[src/rtl/sprf_pkg.sv]
package sprf_pkg;
  localparam int ADDR_W = 16;
  localparam int GRP_W  = 5;
  localparam int NUM_W  = 11;

  // status bit positions that other logic depends on
  localparam int ST_SUPER = 0;
  localparam int ST_DXLT  = 5;
  localparam int ST_IXLT  = 6;
  localparam int ST_ONE   = 15;

  localparam int MATCH_BASE = 512;
  localparam int XLAT_BASE  = 640;

  typedef enum logic [3:0] {
    K_NONE, K_VER, K_UNITS, K_CORECFG, K_DXCFG, K_IXCFG,
    K_NEXTPC, K_STATUS, K_PREVPC, K_EXCPC, K_EXCADDR, K_EXCSTAT,
    K_DMATCH, K_DXLAT, K_IMATCH, K_IXLAT
  } spr_kind_e;

  localparam int N_PLAIN = 6;

  function automatic spr_kind_e plain_kind(input int g);
    case (g)
      0:       return K_VER;
      1:       return K_NEXTPC;
      2:       return K_PREVPC;
      3:       return K_EXCPC;
      4:       return K_EXCADDR;
      default: return K_EXCSTAT;
    endcase
  endfunction
endpackage

[src/rtl/sprf_decode.sv]
module sprf_decode
  import sprf_pkg::*;
#(
  parameter int TLB_DEPTH = 16,
  parameter int IDX_W     = $clog2(TLB_DEPTH)
) (
  input  logic [ADDR_W-1:0] addr,
  output spr_kind_e         kind,
  output logic [IDX_W-1:0]  idx
);
  localparam logic [NUM_W-1:0] M_LO = NUM_W'(MATCH_BASE);
  localparam logic [NUM_W-1:0] M_HI = NUM_W'(MATCH_BASE + TLB_DEPTH);
  localparam logic [NUM_W-1:0] X_LO = NUM_W'(XLAT_BASE);
  localparam logic [NUM_W-1:0] X_HI = NUM_W'(XLAT_BASE + TLB_DEPTH);

  logic [GRP_W-1:0] grp;
  logic [NUM_W-1:0] num;
  logic [NUM_W-1:0] m_off;
  logic [NUM_W-1:0] x_off;
  logic             in_match;
  logic             in_xlat;

  assign grp      = addr[ADDR_W-1:NUM_W];
  assign num      = addr[NUM_W-1:0];
  assign m_off    = num - M_LO;
  assign x_off    = num - X_LO;
  assign in_match = (num >= M_LO) && (num < M_HI);
  assign in_xlat  = (num >= X_LO) && (num < X_HI);

  always_comb begin
    kind = K_NONE;
    idx  = '0;
    case (grp)
      GRP_W'(0): begin
        case (num)
          NUM_W'(0):  kind = K_VER;
          NUM_W'(1):  kind = K_UNITS;
          NUM_W'(2):  kind = K_CORECFG;
          NUM_W'(3):  kind = K_DXCFG;
          NUM_W'(4):  kind = K_IXCFG;
          NUM_W'(16): kind = K_NEXTPC;
          NUM_W'(17): kind = K_STATUS;
          NUM_W'(18): kind = K_PREVPC;
          NUM_W'(32): kind = K_EXCPC;
          NUM_W'(48): kind = K_EXCADDR;
          NUM_W'(64): kind = K_EXCSTAT;
          default:    kind = K_NONE;
        endcase
      end
      GRP_W'(1), GRP_W'(2): begin
        if (in_match) begin
          kind = (grp == GRP_W'(1)) ? K_DMATCH : K_IMATCH;
          idx  = m_off[IDX_W-1:0];
        end else if (in_xlat) begin
          kind = (grp == GRP_W'(1)) ? K_DXLAT : K_IXLAT;
          idx  = x_off[IDX_W-1:0];
        end
      end
      default: kind = K_NONE;
    endcase
  end
endmodule

[src/rtl/sprf_sys_regs.sv]
module sprf_sys_regs
  import sprf_pkg::*;
#(
  parameter int              DW        = 32,
  parameter logic [DW-1:0]   VER_RESET = 32'h1200_0001
) (
  input  logic          clk,
  input  logic          rst_n,
  input  logic          wr_en,
  input  spr_kind_e     kind,
  input  logic [DW-1:0] wdata,
  output logic [DW-1:0] plain_q [N_PLAIN],
  output logic [DW-1:0] status_q,
  output logic          flush_all
);
  localparam logic [DW-1:0] ONE_BIT   = DW'(1) << ST_ONE;
  localparam logic [DW-1:0] MODE_MASK = (DW'(1) << ST_SUPER) |
                                        (DW'(1) << ST_DXLT)  |
                                        (DW'(1) << ST_IXLT);
  localparam logic [DW-1:0] ST_RESET  = ONE_BIT | (DW'(1) << ST_SUPER);

  logic st_we;
  logic mode_change;

  assign st_we       = wr_en && (kind == K_STATUS);
  assign mode_change = ((status_q ^ wdata) & MODE_MASK) != '0;

  for (genvar g = 0; g < N_PLAIN; g++) begin : g_plain
    localparam spr_kind_e MY_KIND = plain_kind(g);
    localparam logic [DW-1:0] MY_RST = (g == 0) ? VER_RESET : '0;
    always_ff @(posedge clk or negedge rst_n) begin
      if (!rst_n)                            plain_q[g] <= MY_RST;
      else if (wr_en && (kind == MY_KIND))   plain_q[g] <= wdata;
    end
  end

  always_ff @(posedge clk or negedge rst_n) begin
    if (!rst_n) begin
      status_q  <= ST_RESET;
      flush_all <= 1'b0;
    end else begin
      flush_all <= st_we && mode_change;
      if (st_we) status_q <= wdata | ONE_BIT;
    end
  end

  assert_status_one_R3: assert property (@(posedge clk) disable iff (!rst_n)
    st_we |=> (status_q == ($past(wdata) | ONE_BIT)));

  assert_full_flush_R4: assert property (@(posedge clk) disable iff (!rst_n)
    (st_we && (((status_q ^ wdata) & MODE_MASK) != '0)) |=> flush_all);

  assert_no_full_flush_R4: assert property (@(posedge clk) disable iff (!rst_n)
    !(st_we && (((status_q ^ wdata) & MODE_MASK) != '0)) |=> !flush_all);
endmodule

[src/rtl/sprf_tlb_bank.sv]
module sprf_tlb_bank #(
  parameter int DW        = 32,
  parameter int DEPTH     = 16,
  parameter int PAGE_BITS = 13,
  parameter int IDX_W     = $clog2(DEPTH)
) (
  input  logic             clk,
  input  logic             rst_n,
  input  logic             match_we,
  input  logic             xlat_we,
  input  logic [IDX_W-1:0] idx,
  input  logic [DW-1:0]    wdata,
  output logic [DW-1:0]    match_rd,
  output logic [DW-1:0]    xlat_rd,
  output logic             page_flush,
  output logic [DW-1:0]    page_addr
);
  localparam logic [DW-1:0] PAGE_MASK = {DW{1'b1}} << PAGE_BITS;

  logic [DW-1:0] match_q [DEPTH];
  logic [DW-1:0] xlat_q  [DEPTH];

  for (genvar e = 0; e < DEPTH; e++) begin : g_entry
    always_ff @(posedge clk or negedge rst_n) begin
      if (!rst_n) begin
        match_q[e] <= '0;
        xlat_q[e]  <= '0;
      end else begin
        if (match_we && (idx == IDX_W'(e))) match_q[e] <= wdata;
        if (xlat_we  && (idx == IDX_W'(e))) xlat_q[e]  <= wdata;
      end
    end
  end

  assign match_rd = match_q[idx];
  assign xlat_rd  = xlat_q[idx];

  always_ff @(posedge clk or negedge rst_n) begin
    if (!rst_n) begin
      page_flush <= 1'b0;
      page_addr  <= '0;
    end else begin
      page_flush <= match_we && !wdata[0];
      if (match_we && !wdata[0]) page_addr <= match_rd & PAGE_MASK;
    end
  end

  assert_match_write_R5: assert property (@(posedge clk) disable iff (!rst_n)
    match_we |=> (match_q[$past(idx)] == $past(wdata)));

  assert_xlat_write_R5: assert property (@(posedge clk) disable iff (!rst_n)
    xlat_we |=> (xlat_q[$past(idx)] == $past(wdata)));

  assert_page_flush_R6: assert property (@(posedge clk) disable iff (!rst_n)
    (match_we && !wdata[0]) |=> (page_flush && (page_addr == ($past(match_rd) & PAGE_MASK))));

  assert_valid_quiet_R6: assert property (@(posedge clk) disable iff (!rst_n)
    !(match_we && !wdata[0]) |=> !page_flush);
endmodule

[src/rtl/sprf_top.sv]
module sprf_top
  import sprf_pkg::*;
#(
  parameter int            DW          = 32,
  parameter int            TLB_DEPTH   = 16,
  parameter int            PAGE_BITS   = 13,
  parameter logic [31:0]   VER_MASK    = 32'hFFFF_003F,
  parameter logic [31:0]   VER_RESET   = 32'h1200_0001,
  parameter logic [31:0]   UPR_VAL     = 32'h0000_0619,
  parameter logic [31:0]   CPUCFG_VAL  = 32'h0000_0020,
  parameter logic [31:0]   DMMUCFG_VAL = 32'h0000_0018,
  parameter logic [31:0]   IMMUCFG_VAL = 32'h0000_0019
) (
  input  logic          clk,
  input  logic          rst_n,
  input  logic [15:0]   base_addr,
  input  logic [15:0]   imm_off,
  input  logic          wr_en,
  input  logic [31:0]   wr_data,
  input  logic [31:0]   rd_prev,
  output logic [31:0]   rd_data,
  output logic          tlb_flush_all,
  output logic          dtlb_page_flush,
  output logic [31:0]   dtlb_page_addr,
  output logic          itlb_page_flush,
  output logic [31:0]   itlb_page_addr
);
  localparam int IDX_W = $clog2(TLB_DEPTH);

  logic [ADDR_W-1:0] eff_addr;
  spr_kind_e         kind;
  logic [IDX_W-1:0]  idx;
  logic [DW-1:0]     plain_q [N_PLAIN];
  logic [DW-1:0]     status_q;
  logic [DW-1:0]     match_rd [2];
  logic [DW-1:0]     xlat_rd  [2];
  logic              pflush   [2];
  logic [DW-1:0]     paddr    [2];

  assign eff_addr = base_addr | imm_off;

  sprf_decode #(.TLB_DEPTH(TLB_DEPTH), .IDX_W(IDX_W)) decode_i (
    .addr (eff_addr),
    .kind (kind),
    .idx  (idx)
  );

  sprf_sys_regs #(.DW(DW), .VER_RESET(VER_RESET)) sys_i (
    .clk       (clk),
    .rst_n     (rst_n),
    .wr_en     (wr_en),
    .kind      (kind),
    .wdata     (wr_data),
    .plain_q   (plain_q),
    .status_q  (status_q),
    .flush_all (tlb_flush_all)
  );

  for (genvar k = 0; k < 2; k++) begin : g_bank
    localparam spr_kind_e MK = (k == 0) ? K_DMATCH : K_IMATCH;
    localparam spr_kind_e XK = (k == 0) ? K_DXLAT  : K_IXLAT;
    sprf_tlb_bank #(.DW(DW), .DEPTH(TLB_DEPTH), .PAGE_BITS(PAGE_BITS), .IDX_W(IDX_W)) bank_i (
      .clk        (clk),
      .rst_n      (rst_n),
      .match_we   (wr_en && (kind == MK)),
      .xlat_we    (wr_en && (kind == XK)),
      .idx        (idx),
      .wdata      (wr_data),
      .match_rd   (match_rd[k]),
      .xlat_rd    (xlat_rd[k]),
      .page_flush (pflush[k]),
      .page_addr  (paddr[k])
    );
  end

  assign dtlb_page_flush = pflush[0];
  assign dtlb_page_addr  = paddr[0];
  assign itlb_page_flush = pflush[1];
  assign itlb_page_addr  = paddr[1];

  always_comb begin
    case (kind)
      K_VER:     rd_data = plain_q[0] & VER_MASK;
      K_UNITS:   rd_data = UPR_VAL;
      K_CORECFG: rd_data = CPUCFG_VAL;
      K_DXCFG:   rd_data = DMMUCFG_VAL;
      K_IXCFG:   rd_data = IMMUCFG_VAL;
      K_NEXTPC:  rd_data = plain_q[1];
      K_STATUS:  rd_data = status_q;
      K_PREVPC:  rd_data = plain_q[2];
      K_EXCPC:   rd_data = plain_q[3];
      K_EXCADDR: rd_data = plain_q[4];
      K_EXCSTAT: rd_data = plain_q[5];
      K_DMATCH:  rd_data = match_rd[0];
      K_DXLAT:   rd_data = xlat_rd[0];
      K_IMATCH:  rd_data = match_rd[1];
      K_IXLAT:   rd_data = xlat_rd[1];
      default:   rd_data = rd_prev;
    endcase
  end

  assert_flush_single_R6: assert property (@(posedge clk) disable iff (!rst_n)
    !(dtlb_page_flush && itlb_page_flush));
endmodule

[config.mk]
export PLATFORM = sky130hd
export DESIGN_NAME = sprf_top
export DESIGN_NICKNAME = d
export VERILOG_FILES = /design/src/rtl/sprf_pkg.sv /design/src/rtl/sprf_decode.sv /design/src/rtl/sprf_sys_regs.sv /design/src/rtl/sprf_tlb_bank.sv /design/src/rtl/sprf_top.sv
export SDC_FILE = /design/constraint.sdc
export NUM_CORES = 2
export LEC_CHECK = 0
export BUFFER_PORTS_ARGS = -buffer_cell sky130_fd_sc_hd__buf_2
export CAP_MARGIN = 0
export CORE_ASPECT_RATIO = 1.5
export CORE_UTILIZATION = 35
export DETAILED_ROUTE_END_ITERATION = 16
export GPL_ROUTABILITY_DRIVEN = 0
export SYNTH_ARGS = -nofsm -noshare
export SYNTH_HDL_FRONTEND = slang
export SYNTH_SLANG_ARGS = --single-unit
[constraint.sdc]
create_clock -name clk -period 11.2 [get_ports clk]
set_input_delay 1.68 -clock clk [delete_from_list [all_inputs] [get_ports clk]]
set_output_delay 1.68 -clock clk [all_outputs]
set_load 0.1 [all_outputs]
==> out/metrics.cfg <==
[floorplan]
dieArea_um2=292400
boundaryPins=198
die_h_um=661.8
core.rowCount=241
initial_core_util=0.3527
die_x_um=441.8
core_um2=288000

[logic_synthesis]
synthFlopType=dfrtp_1
synth_cells=7801
synth_edf_count=0
avgSynthCellArea_um2=13.02
synth_seq_area_share=0.5672
async_reset_ff_frac=1.000
yosys.cell_types.count=67
ys_ff_latch=2302
yosysWarnings=0
syn_area_um2=101600

[cts]
worstSkewPairLatency_ns=0.91
cts.clk_slew.worst_paths_ns=0.06
cts_resized=0
hold_buffers=0
htree_levels=4
ctsLongestPathBuffers=4
clockRootBuffer=clkbuf_16
cts_setup_buffers=0
cts_made_buffers=217
cts_tree=yes
cts.sinks=2302

[timing]
maxSlewViolCount=2
max_freq_mhz=106.3
final-setup-viol-count=0
worstMarginPinSlew_ns=1.586
fin_skew_ns=0.06570
min_period_ns=9.409
hold_violations=0
rsz0062_at_grt=no
fin_crit_sh=0.8400
tns_ns=0
max_slew_margin=-0.06569
setup_ws_ns=1.791

[routing]
drcViolationCount=0
drt_iter0_drc=6579
firstDrtPassIters=8
vias=70190
avgViaCountPerCell=6.044
antenna_left=0
drt-wirelength-per-cell_um=31.14
drt_wl_total_um=361600

[power]
p_seq_frac=0.512
ir_drop_v=0.0001246
combPwrFrac=0.033
power.density_nw_per_um2=143.2
p_leak_nw=54.71
p_int_mw=12.47
p_sw_frac=0.2313
p_clk_frac=0.455
switchingPower_mw=3.753

[worst_hold_path]
whs_endpoint=g_bank[1].bank_i.page_addr[24]$_DFFE_PN0P_
hp-start=g_bank[1].bank_i.page_addr[24]$_DFFE_PN0P_
hold_class=flop to flop
hold_path_depth=2

[setup_path]
cp_num_cells=11
r2r-start=g_bank[0].bank_i.match_q[509]$_DFFE_PN0P_
crit_family=compound AO/OA/AOI/OAI gates
startpoint_type=input port
r2r-end=g_bank[0].bank_i.page_addr[29]$_DFFE_PN0P_
slowest_stage=a2111oi_1
worstSetupEndpointType=output pin
r2r_cells=6
cp.arrival_ns=7.73
reg2reg_slack_ns=8.82
crit_type=input port to output pin
worstPathRequired_ns=9.52
cp_num_buf_inv=2
crit_top_cell=buf_2
crit_path_max_fanout=27
crit_chain=buf_2 -> or2_2 -> nand2_2 -> o22ai_1 -> or3_1 -> nor2_1 -> a22oi_1 -> o211ai_1 -> a2111oi_1 -> a21oi_1 -> buf_2
max_stage_delay_ns=1.11

[run]
drv_cap=1

[finish]
utilization=0.3934
syn_to_final_growth_pct=11.53
fin_cells=11610
layout-drive-gt1-share=0.3592
fin_nets=7766

[grt]
grt_antenna_before_repair=30
grt_pass1_vias=72510
grt_max_degree=186
grt.total_usage=0.2429
overflow=0
grt_pass1_wl_um=523200

[placed_design]
portBuffers=171
dp_hpwl_um=213900
dp.cells=11210
pre_cts_slack_ns=1.976

[outcome]
violations=max-capacitance violations, max-slew violations
status=finished with violations

-- state kept, by name, summed over array words and instances, names as in the netlist --
signal / flops
g_bank.bank_i.match_q: 1024
g_bank.bank_i.xlat_q: 1024
sys_i.plain_q: 182
g_bank.bank_i.page_addr: 38
sys_i.status_q: 31
g_bank.bank_i.page_flush: 2
sys_i.flush_all: 1
-- worst max-delay path by stage --
| stage | start | end | slack, ns |
|---|---|---|---|
| CTS | imm_off[8] | rd_data[11] | 1.99 |
| floorplan | imm_off[8] | rd_data[30] | 3.62 |
| global placement | imm_off[8] | rd_data[11] | 2.03 |
| global route | imm_off[2] | rd_data[16] | 1.86 |
| detailed placement | imm_off[8] | rd_data[11] | 1.98 |
| finish | imm_off[1] | rd_data[11] | 1.79 |
-- area by class of cell --
type | count | area (um2)
antenna | 15 | 37.54
clock buffer | 340 | 6544
clock inverter | 44 | 390.4
fill | 26910 | 174700
multi-input combinational | 4725 | 40950
sequential | 2302 | 57610
tap | 3766 | 4712
timing repair buffer | 421 | 3035
-- worst reg2reg max path, stage by stage (launching register included) --
cell	delay, ns
dfrtp_1	0.38
a22o_1	0.21
a221oi_1	0.62
o22ai_1	0.18
or3_1	0.61
nor2_1	0.25
nor2_1	0.06
-- logic make-up (layout without fill, tap and decap cells) --
logic type             after synthesis  after routing  synth area share
multiplexers                      2325           2325            0.2576
flip-flops                        2302           2302            0.5672
AO/OA/AOI/OAI                     1715           1715            0.1077
buffers and inverters              799            805           0.03548
AND/OR/NAND/NOR                    653            653           0.03154
XOR/XNOR                             6              6         0.0005174
other                                1             41        0.00003692
-- power groups by stage --
stage	Combinational, mW	Clock [mW]	Sequential (mW)
2_1_floorplan	0.205	0	8.47
3_3_place_gp	0.519	0	8.47
3_5_place_dp	0.532	0	8.47
4_1_cts	0.532	7.49	8.31
5_1_grt	0.567	7.80	8.31
6_report	0.529	7.38	8.31
-- Yosys cell counts, types with 5 or more instances --
library cell	count	area, um2
or2_2	10	62.56
a21oi_1	129	645.6
a211oi_1	13	97.59
o22ai_1	732	4579
a22oi_1	162	1216
nor3_1	47	235.2
a32oi_1	10	87.58
nand3_1	66	330.3
mux2_2	1935	21790
and2_1	8	50.05
nor4_4	5	106.4
buf_2	204	1021
o2111ai_1	8	70.07
nor2_4	10	112.6
buf_1	78	292.8
nand4_1	51	319.1
o22a_1	16	140.1
dfrtp_1	2298	57510
mux2_1	342	3851
and3_1	14	87.58
clkbuf_1	444	1667
a221oi_1	91	797.0
a31oi_1	20	125.1
or4_1	11	82.58
nor2_1	143	536.8
nor4_1	10	62.56
nand2_1	225	844.6
o211ai_1	10	75.07
buf_4	53	397.9
nor2_2	10	62.56
o21ai_0	387	1937
buf_6	20	225.2
o21ai_1	9	45.04
or3_1	20	125.1
xnor2_1	5	43.79
o221ai_1	19	166.4
mux2i_1	45	450.4
a22o_1	78	683.2
and2_0	5	31.28
-- layout by cell type (no fill, tap or decap), drive strengths merged, types with 10 or more instances in the layout --
| master | instances |
|---|---|
| and3 | 14 |
| conb | 26 |
| a221oi | 91 |
| nand4 | 51 |
| nor3 | 48 |
| o22a | 16 |
| clkinv | 32 |
| mux2 | 2277 |
| a211oi | 13 |
| nand2 | 229 |
| o221ai | 19 |
| buf | 421 |
| or4 | 11 |
| nand3 | 66 |
| nor4 | 19 |
| o22ai | 732 |
| o21ai | 398 |
| a22oi | 162 |
| a22o | 78 |
| a21oi | 129 |
| mux2i | 45 |
| or2 | 13 |
| o211ai | 10 |
| diode | 15 |
| clkbuf | 340 |
| a31oi | 20 |
| a32oi | 10 |
| nor2 | 163 |
| dfrtp | 2298 |
| or3 | 20 |
| and2 | 13 |
-- layer usage --
layer | global-route usage | routed length, um
met3 | 0.04567 | 25510
met1 | 0.2934 | 138200
met5 | 0 | 84
met4 | 0.1647 | 28290
met2 | 0.3944 | 169600
-- metrics by stage --
step | cell area [um2] | hold slack [ns] | power, mW
floorplan | 101700 | 0.4580 | 8.676
global placement | 106300 | 0.4561 | 8.988
detailed placement | 106300 | 0.4690 | 9.000
CTS | 113200 | 0.4842 | 16.34
global route | 113300 | 0.4961 | 16.67
finish | 113300 | 0.4785 | 16.22
Power figures use the tool's default switching activity.
